===== src/rtl/ptmr_pkg.sv =====
// Shared offsets and types for the programmable timer.
// Assumes an I/O page addressed by a byte offset.
package ptmr_pkg;
    localparam int unsigned OFS_DIV = 4;
    localparam int unsigned OFS_CNT = 5;
    localparam int unsigned OFS_MOD = 6;
    localparam int unsigned OFS_CTL = 7;

    typedef struct packed {
        logic       run;   // bit 2
        logic [1:0] rate;  // bits 1:0
    } ctl_t;
endpackage


===== src/rtl/ptmr_divider.sv =====
// Free-running divider: adds one every clock and is zeroed by a write.
// Assumes clr is a single-cycle strobe from the register decode.
module ptmr_divider #(
    parameter int unsigned W = 8
) (
    input  logic         clk,
    input  logic         rst_n,
    input  logic         clr,
    output logic [W-1:0] div
);
    logic [W-1:0] div_q;

    // Advance the divider, or zero it on a write.
    always_ff @(posedge clk) begin
        if (!rst_n || clr) div_q <= '0;
        else               div_q <= div_q + 1'b1;
    end

    assign div = div_q;

    AST_DIV_ZEROED: assert property (@(posedge clk) disable iff (!rst_n)
        clr |=> div == '0);
    AST_DIV_STEP: assert property (@(posedge clk) disable iff (!rst_n)
        !clr |=> div == W'($past(div) + 1'b1));
endmodule


===== src/rtl/ptmr_prescaler.sv =====
// Prescaler: counts clocks while running and emits one tick per selected
// period (BASE_PERIOD times 4 to the power of rate). Held at zero while
// stopped. Uses a >= compare, so a shortened period ticks at once.
module ptmr_prescaler #(
    parameter int unsigned BASE_PERIOD = 16
) (
    input  logic       clk,
    input  logic       rst_n,
    input  logic       run,
    input  logic [1:0] rate,
    output logic       tick
);
    localparam int unsigned PERIOD_MAX = BASE_PERIOD * 64;
    localparam int unsigned PRE_W      = $clog2(PERIOD_MAX);

    logic [PRE_W-1:0] pre_q;
    logic [PRE_W:0]   limit;

    // Period in clocks for the selected rate.
    always_comb limit = (PRE_W+1)'(BASE_PERIOD) << {rate, 1'b0};

    // Tick once the count reaches the last clock of the period.
    always_comb tick = run && ({1'b0, pre_q} >= (limit - 1'b1));

    // Count while running; clear on a tick or while stopped.
    always_ff @(posedge clk) begin
        if (!rst_n)           pre_q <= '0;
        else if (!run || tick) pre_q <= '0;
        else                  pre_q <= pre_q + 1'b1;
    end

    AST_PRE_IDLE: assert property (@(posedge clk) disable iff (!rst_n)
        !run |-> !tick);
    AST_PRE_ADVANCE: assert property (@(posedge clk) disable iff (!rst_n)
        run && !tick |=> pre_q == PRE_W'($past(pre_q) + 1'b1));
endmodule


===== src/rtl/ptmr_counter.sv =====
// Counter with modulo reload. Increments on tick; at all-ones it loads the
// modulo value and pulses irq for one cycle. A counter write beats a tick.
module ptmr_counter #(
    parameter int unsigned W = 8
) (
    input  logic         clk,
    input  logic         rst_n,
    input  logic         tick,
    input  logic         wr_cnt,
    input  logic         wr_mod,
    input  logic [W-1:0] wdata,
    output logic [W-1:0] cnt,
    output logic [W-1:0] modv,
    output logic         irq
);
    logic [W-1:0] cnt_q, mod_q;
    logic         irq_q;
    logic         wrap;

    // Overflow when a tick finds the counter full and no write overrides it.
    always_comb wrap = tick && !wr_cnt && (cnt_q == {W{1'b1}});

    // Counter update: write first, then reload on wrap, then increment.
    always_ff @(posedge clk) begin
        if (!rst_n)      cnt_q <= '0;
        else if (wr_cnt) cnt_q <= wdata;
        else if (wrap)   cnt_q <= mod_q;
        else if (tick)   cnt_q <= cnt_q + 1'b1;
    end

    // Modulo register, written only by software.
    always_ff @(posedge clk) begin
        if (!rst_n)      mod_q <= '0;
        else if (wr_mod) mod_q <= wdata;
    end

    // One-cycle interrupt pulse after a wrap.
    always_ff @(posedge clk) begin
        if (!rst_n) irq_q <= 1'b0;
        else        irq_q <= wrap;
    end

    assign cnt  = cnt_q;
    assign modv = mod_q;
    assign irq  = irq_q;

    AST_IRQ_SINGLE: assert property (@(posedge clk) disable iff (!rst_n)
        irq |=> !irq);
    AST_RELOAD_VALUE: assert property (@(posedge clk) disable iff (!rst_n)
        irq |-> cnt == $past(mod_q));
    AST_WRITE_WINS: assert property (@(posedge clk) disable iff (!rst_n)
        wr_cnt |=> (cnt == $past(wdata)) && !irq);
    AST_HOLD_IDLE: assert property (@(posedge clk) disable iff (!rst_n)
        !tick && !wr_cnt |=> $stable(cnt));
endmodule


===== src/rtl/prog_timer.sv =====
// Programmable timer top: register decode, control register, read mux and
// the three datapath pieces. Reads are combinational, writes land at the
// edge. Assumes one access per cycle on a byte offset within the I/O page.
module prog_timer #(
    parameter int unsigned DATA_W      = 8,
    parameter int unsigned ADDR_W      = 8,
    parameter int unsigned BASE_PERIOD = 16
) (
    input  logic              clk,
    input  logic              rst_n,
    input  logic              cpu_wr,
    input  logic [ADDR_W-1:0] cpu_addr,
    input  logic [DATA_W-1:0] cpu_wdata,
    output logic [DATA_W-1:0] cpu_rdata,
    output logic              timer_irq
);
    import ptmr_pkg::*;

    localparam int unsigned CTL_W = $bits(ctl_t);

    logic        hit_div, hit_cnt, hit_mod, hit_ctl;
    ctl_t        ctl_q;
    logic        tick;
    logic [DATA_W-1:0] div_v, cnt_v, mod_v;

    // Offset decode.
    always_comb begin
        hit_div = cpu_addr == ADDR_W'(OFS_DIV);
        hit_cnt = cpu_addr == ADDR_W'(OFS_CNT);
        hit_mod = cpu_addr == ADDR_W'(OFS_MOD);
        hit_ctl = cpu_addr == ADDR_W'(OFS_CTL);
    end

    // Control register: keeps the low bits only.
    always_ff @(posedge clk) begin
        if (!rst_n)                ctl_q <= '0;
        else if (cpu_wr && hit_ctl) ctl_q <= ctl_t'(cpu_wdata[CTL_W-1:0]);
    end

    ptmr_divider #(.W(DATA_W)) u_div (
        .clk  (clk),
        .rst_n(rst_n),
        .clr  (cpu_wr && hit_div),
        .div  (div_v)
    );

    ptmr_prescaler #(.BASE_PERIOD(BASE_PERIOD)) u_pre (
        .clk  (clk),
        .rst_n(rst_n),
        .run  (ctl_q.run),
        .rate (ctl_q.rate),
        .tick (tick)
    );

    ptmr_counter #(.W(DATA_W)) u_cnt (
        .clk   (clk),
        .rst_n (rst_n),
        .tick  (tick),
        .wr_cnt(cpu_wr && hit_cnt),
        .wr_mod(cpu_wr && hit_mod),
        .wdata (cpu_wdata),
        .cnt   (cnt_v),
        .modv  (mod_v),
        .irq   (timer_irq)
    );

    // Read mux; unmapped offsets return zero.
    always_comb begin
        cpu_rdata = '0;
        if (hit_div)      cpu_rdata = div_v;
        else if (hit_cnt) cpu_rdata = cnt_v;
        else if (hit_mod) cpu_rdata = mod_v;
        else if (hit_ctl) cpu_rdata = DATA_W'(ctl_q);
    end

    AST_IRQ_NEEDS_RUN: assert property (@(posedge clk) disable iff (!rst_n)
        timer_irq |-> $past(ctl_q.run));
    AST_CTL_UPPER_ZERO: assert property (@(posedge clk) disable iff (!rst_n)
        hit_ctl |-> cpu_rdata[DATA_W-1:CTL_W] == '0);
endmodule


===== config.mk =====
export PLATFORM = sky130hd
export DESIGN_NAME = prog_timer
export DESIGN_NICKNAME = d
export VERILOG_FILES = /design/src/rtl/ptmr_pkg.sv /design/src/rtl/ptmr_divider.sv /design/src/rtl/ptmr_prescaler.sv /design/src/rtl/ptmr_counter.sv /design/src/rtl/prog_timer.sv
export SDC_FILE = /design/constraint.sdc
export NUM_CORES = 1
export LEC_CHECK = 0
export BUFFER_PORTS_ARGS = -buffer_cell sky130_fd_sc_hd__buf_4
export CAP_MARGIN = 20
export CORE_AREA = 2 2 68 70
export DETAILED_ROUTE_END_ITERATION = 12
export DIE_AREA = 0 0 70 72
export PLACE_DENSITY = 0.71
export SLEW_MARGIN = 10
export SYNTH_ARGS = -nofsm -noshare
export SYNTH_HDL_FRONTEND = slang
export SYNTH_HIERARCHICAL = 1
export SYNTH_SLANG_ARGS = --single-unit

===== constraint.sdc =====
create_clock -name clk -period 3.1 [get_ports clk]
set_input_delay 0 -clock clk [delete_from_list [all_inputs] [get_ports clk]]
set_output_delay 0 -clock clk [all_outputs]
set_load 0.05 [all_outputs]

==> out/metrics.cfg <==
[status]
status = complete, no violations

[placement]
place_inst = 323
dp_hpwl_mm = 3.59
portBuffers = 27
routabilityCongestion = 0.821

[sta]
rsz0062_at_grt = no
maxSlewViolCount = 0
setup_tns_ns = 0
min_period_ns = 2.39
finClkSkew_ns = 0.00496
finalCritPeriodShare_pct = 77.1
relSlewSlack_pct = 57.0
fmax_mhz = 418
tightest_slew_ns = 0.643
finalHoldViolCount = 0
hold-worst-slack_ns = 0.0268
setup_viol = 0

[grt]
grt_pass1_vias = 1781
grt.total_usage_pct = 20.9
grt_pass1_wl_mm = 8.40
antenna_found_initial = 0
grt_max_degree = 16
grt-ovfl-total = 0

[route]
drt_iter0_drc = 119
drc = 0
drt_wl_total_mm = 4.97
first_pass_iters = 4
wl_per_cell_um = 14.7
num_vias = 1917
via_per_inst = 5.67
antenna_left = 0

[critical_path]
crit_slowest_cell = dfxtp_1
required_ns = 3.27
worstSetupEndpoint = u_cnt/cnt[7]$_SDFFE_PN0P_
worstPathCellList = nand2_1 -> ha_1 -> a21o_1 -> a21o_1 -> o21ai_0 -> o21ba_2 -> nand4_1 -> a2111o_1 -> a21oi_1 -> a21oi_1
endpoint_kind = flop
critical_path_class = flop to flop
arrival_ns = 2.56
max_stage_delay_ns = 0.43
crit_family = compound AO/OA/AOI/OAI gates
reg2reg_to = u_cnt/cnt[7]$_SDFFE_PN0P_
reg2reg_slack_ns = 0.71
reg2reg_depth = 10
worst-path-buf-inv = 0
cp-startpoint = ctl_q[1]$_SDFFE_PN0P_
cp.depth = 10
start_kind = flop
worst-path-max-fanout = 11
r2r_start = ctl_q[1]$_SDFFE_PN0P_

[floorplan]
coreArea_sq_mm = 0.00426
die_h_um = 72
start_util_pct = 53.2
die_area_sq_mm = 0.00504
ios = 28
die_x_um = 70
num_rows = 24

[final_layout]
fill_cells = 375
fin_cells = 338
post-route-util_pct = 62.1
syn2layout_area_growth_pct = 16.7
nNetsFinal = 313
drive_gt1_share_pct = 23.4
multi_input_area_sq_mm = 0.00139
final-seq-area_sq_um = 761
num_antenna_cells = 0

[logic_synthesis]
yosysSeqAreaShare_pct = 33.5
yosys_warnings = 6
synth_edf_count = 0
ys.flop_type = dfxtp_1
synth_area_sq_mm = 0.00227
synth_nets = 280
synth_seq_cells = 38
synthCells = 253
synth.avg_cell_area_sq_um = 8.97
ys_async_sr_fraction_pct = 0
ys_types = 48

[cts]
htreeDepth = 2
clock_latency_ns = 0.29
cts_tree = yes
cts_max_path_buffers = 2
path_clk_slew_ns = 0.07
clock-sinks = 38
cts_buffers = 5
cts_repair_resize_count = 0
post_cts_buffers = 0
clk_root_buffer_cell = clkbuf_8

[power]
power_w = 0.000884
p_leak_nw = 0.904
power.density_mw_per_mm2 = 334
ir_worst_vdd_mv = 0.215

[hold_path]
hold_class = input pin to flop

[job]
drv_cap = 0

==> what timing repair did <==
action,CTS,global route
hold endpoints to repair,14,0
hold buffers,8,0
endpoints found under the setup margin,0,0
==> how the worst min path moves through the flow <==
stage / startpoint / end / slack, ns / cells past startpoint
2_1_floorplan: cpu_wdata[4] / u_cnt/cnt[4]$_SDFFE_PN0P_ / 0.13 / 2
3_3_place_gp: cpu_wdata[4] / u_cnt/cnt[4]$_SDFFE_PN0P_ / 0.23 / 3
3_5_place_dp: cpu_wdata[4] / u_cnt/cnt[4]$_SDFFE_PN0P_ / 0.24 / 3
4_1_cts: cpu_addr[7] / ctl_q[2]$_SDFFE_PN0P_ / 0.02 / 3
5_1_grt: cpu_addr[7] / ctl_q[0]$_SDFFE_PN0P_ / 0.03 / 3
6_report: cpu_addr[7] / ctl_q[2]$_SDFFE_PN0P_ / 0.03 / 3
==> cell usage after synthesis (all sizes together) (3+ instances only) <==
cell	number	area [sq um]
a211oi	10	125
a21oi	22	114
and3	3	18.8
buf	6	48.8
clkbuf	7	26.3
dfxtp	38	761
ha	8	100
inv	11	41.3
mux2i	17	170
mux4	3	67.6
nand2	25	93.8
nand3	12	65.1
nand4	6	37.5
nor2	19	73.8
nor2b	4	25.0
nor3	3	15.0
nor3b	4	35.0
nor4	5	58.8
o21ai	7	35.0
or2	5	31.3
or3	5	36.3
xnor2	8	70.1
xor2	5	43.8
==> power by group <==
group,leakage [nW],internal [W],switching (W),total (W)
clock network,0.0383,0.000155,0.000160,0.000315
registers,0.307,0.000493,0.00000677,0.000500
logic,0.559,0.0000374,0.0000319,0.0000692
total,0.904,0.000685,0.000199,0.000884
==> layout by cell type, fill, tap and decap left out, types with 3 or more instances in the layout <==
master / Yosys / layout
nand2_1: 25 / 25
mux4_2: 3 / 3
nor2b_1: 4 / 4
nor3b_1: 3 / 3
or3_1: 4 / 4
nand4_1: 6 / 6
mux2i_1: 17 / 17
inv_1: 11 / 11
nor3_1: 3 / 3
nand3_1: 11 / 11
a21oi_1: 21 / 21
a211oi_2: 10 / 10
xor2_1: 5 / 5
and3_1: 3 / 3
dlygate4sd3_1: 0 / 8
nor2_1: 18 / 18
buf_4: 0 / 31
dfxtp_1: 38 / 38
ha_1: 8 / 8
xnor2_1: 8 / 8
o21ai_0: 7 / 7
clkbuf_8: 0 / 5
or2_2: 5 / 5
==> routing by layer <==
layer	up-vias	GRT usage, %	part of all wire [%]
met5	-	0	0
met4	0	5.77	1.1
met3	5	4.58	5.3
met2	47	32.3	45
met1	887	29.9	49
li1	978	-	-
==> stage by stage <==
step                      setup WS [ns]  instance area (sq um)
after floorplan                   0.885                   2270
after global routing              0.563                   2650
after detailed placement          0.736                   2490
after CTS                         0.727                   2650
final                             0.709                   2650
after global placement            0.817                   2490
==> logic make-up after synthesis <==
family          share of synthesized area, %
simple gates                            23.3
compound gates                          17.6
flops                                   33.5
buf+inv                                 5.13
mux                                     10.5
xor+xnor                                5.02
fa+ha+maj                               4.91
==> flip-flops by register name, indices dropped and copies added (netlist names) <==
| signal | flops |
|---|---|
| u_div/div | 8 |
| u_cnt/modv | 8 |
| u_cnt/cnt | 8 |
| u_pre/pre_q | 10 |
| ctl_q | 3 |
| u_cnt/irq | 1 |
==> worst register-to-register path: cells and delay by family, from the launching register on <==
| family | cells | cell delay [ns] |
|---|---|---|
| AO/OA/AOI/OAI | 7 | 1.31 |
| adder cells (fa/ha/maj) | 1 | 0.30 |
| flip-flops | 1 | 0.43 |
| AND/OR/NAND/NOR | 2 | 0.24 |
==> cell type report <==
class / count / area share, %
multi-input combinational: 191 / 52.6
clock buffer: 7 / 2.88
sequential: 38 / 28.7
inverter: 11 / 1.56
timing repair buffer: 39 / 11.8
tap: 52 / 2.46
Power figures use the tool's default switching activity.
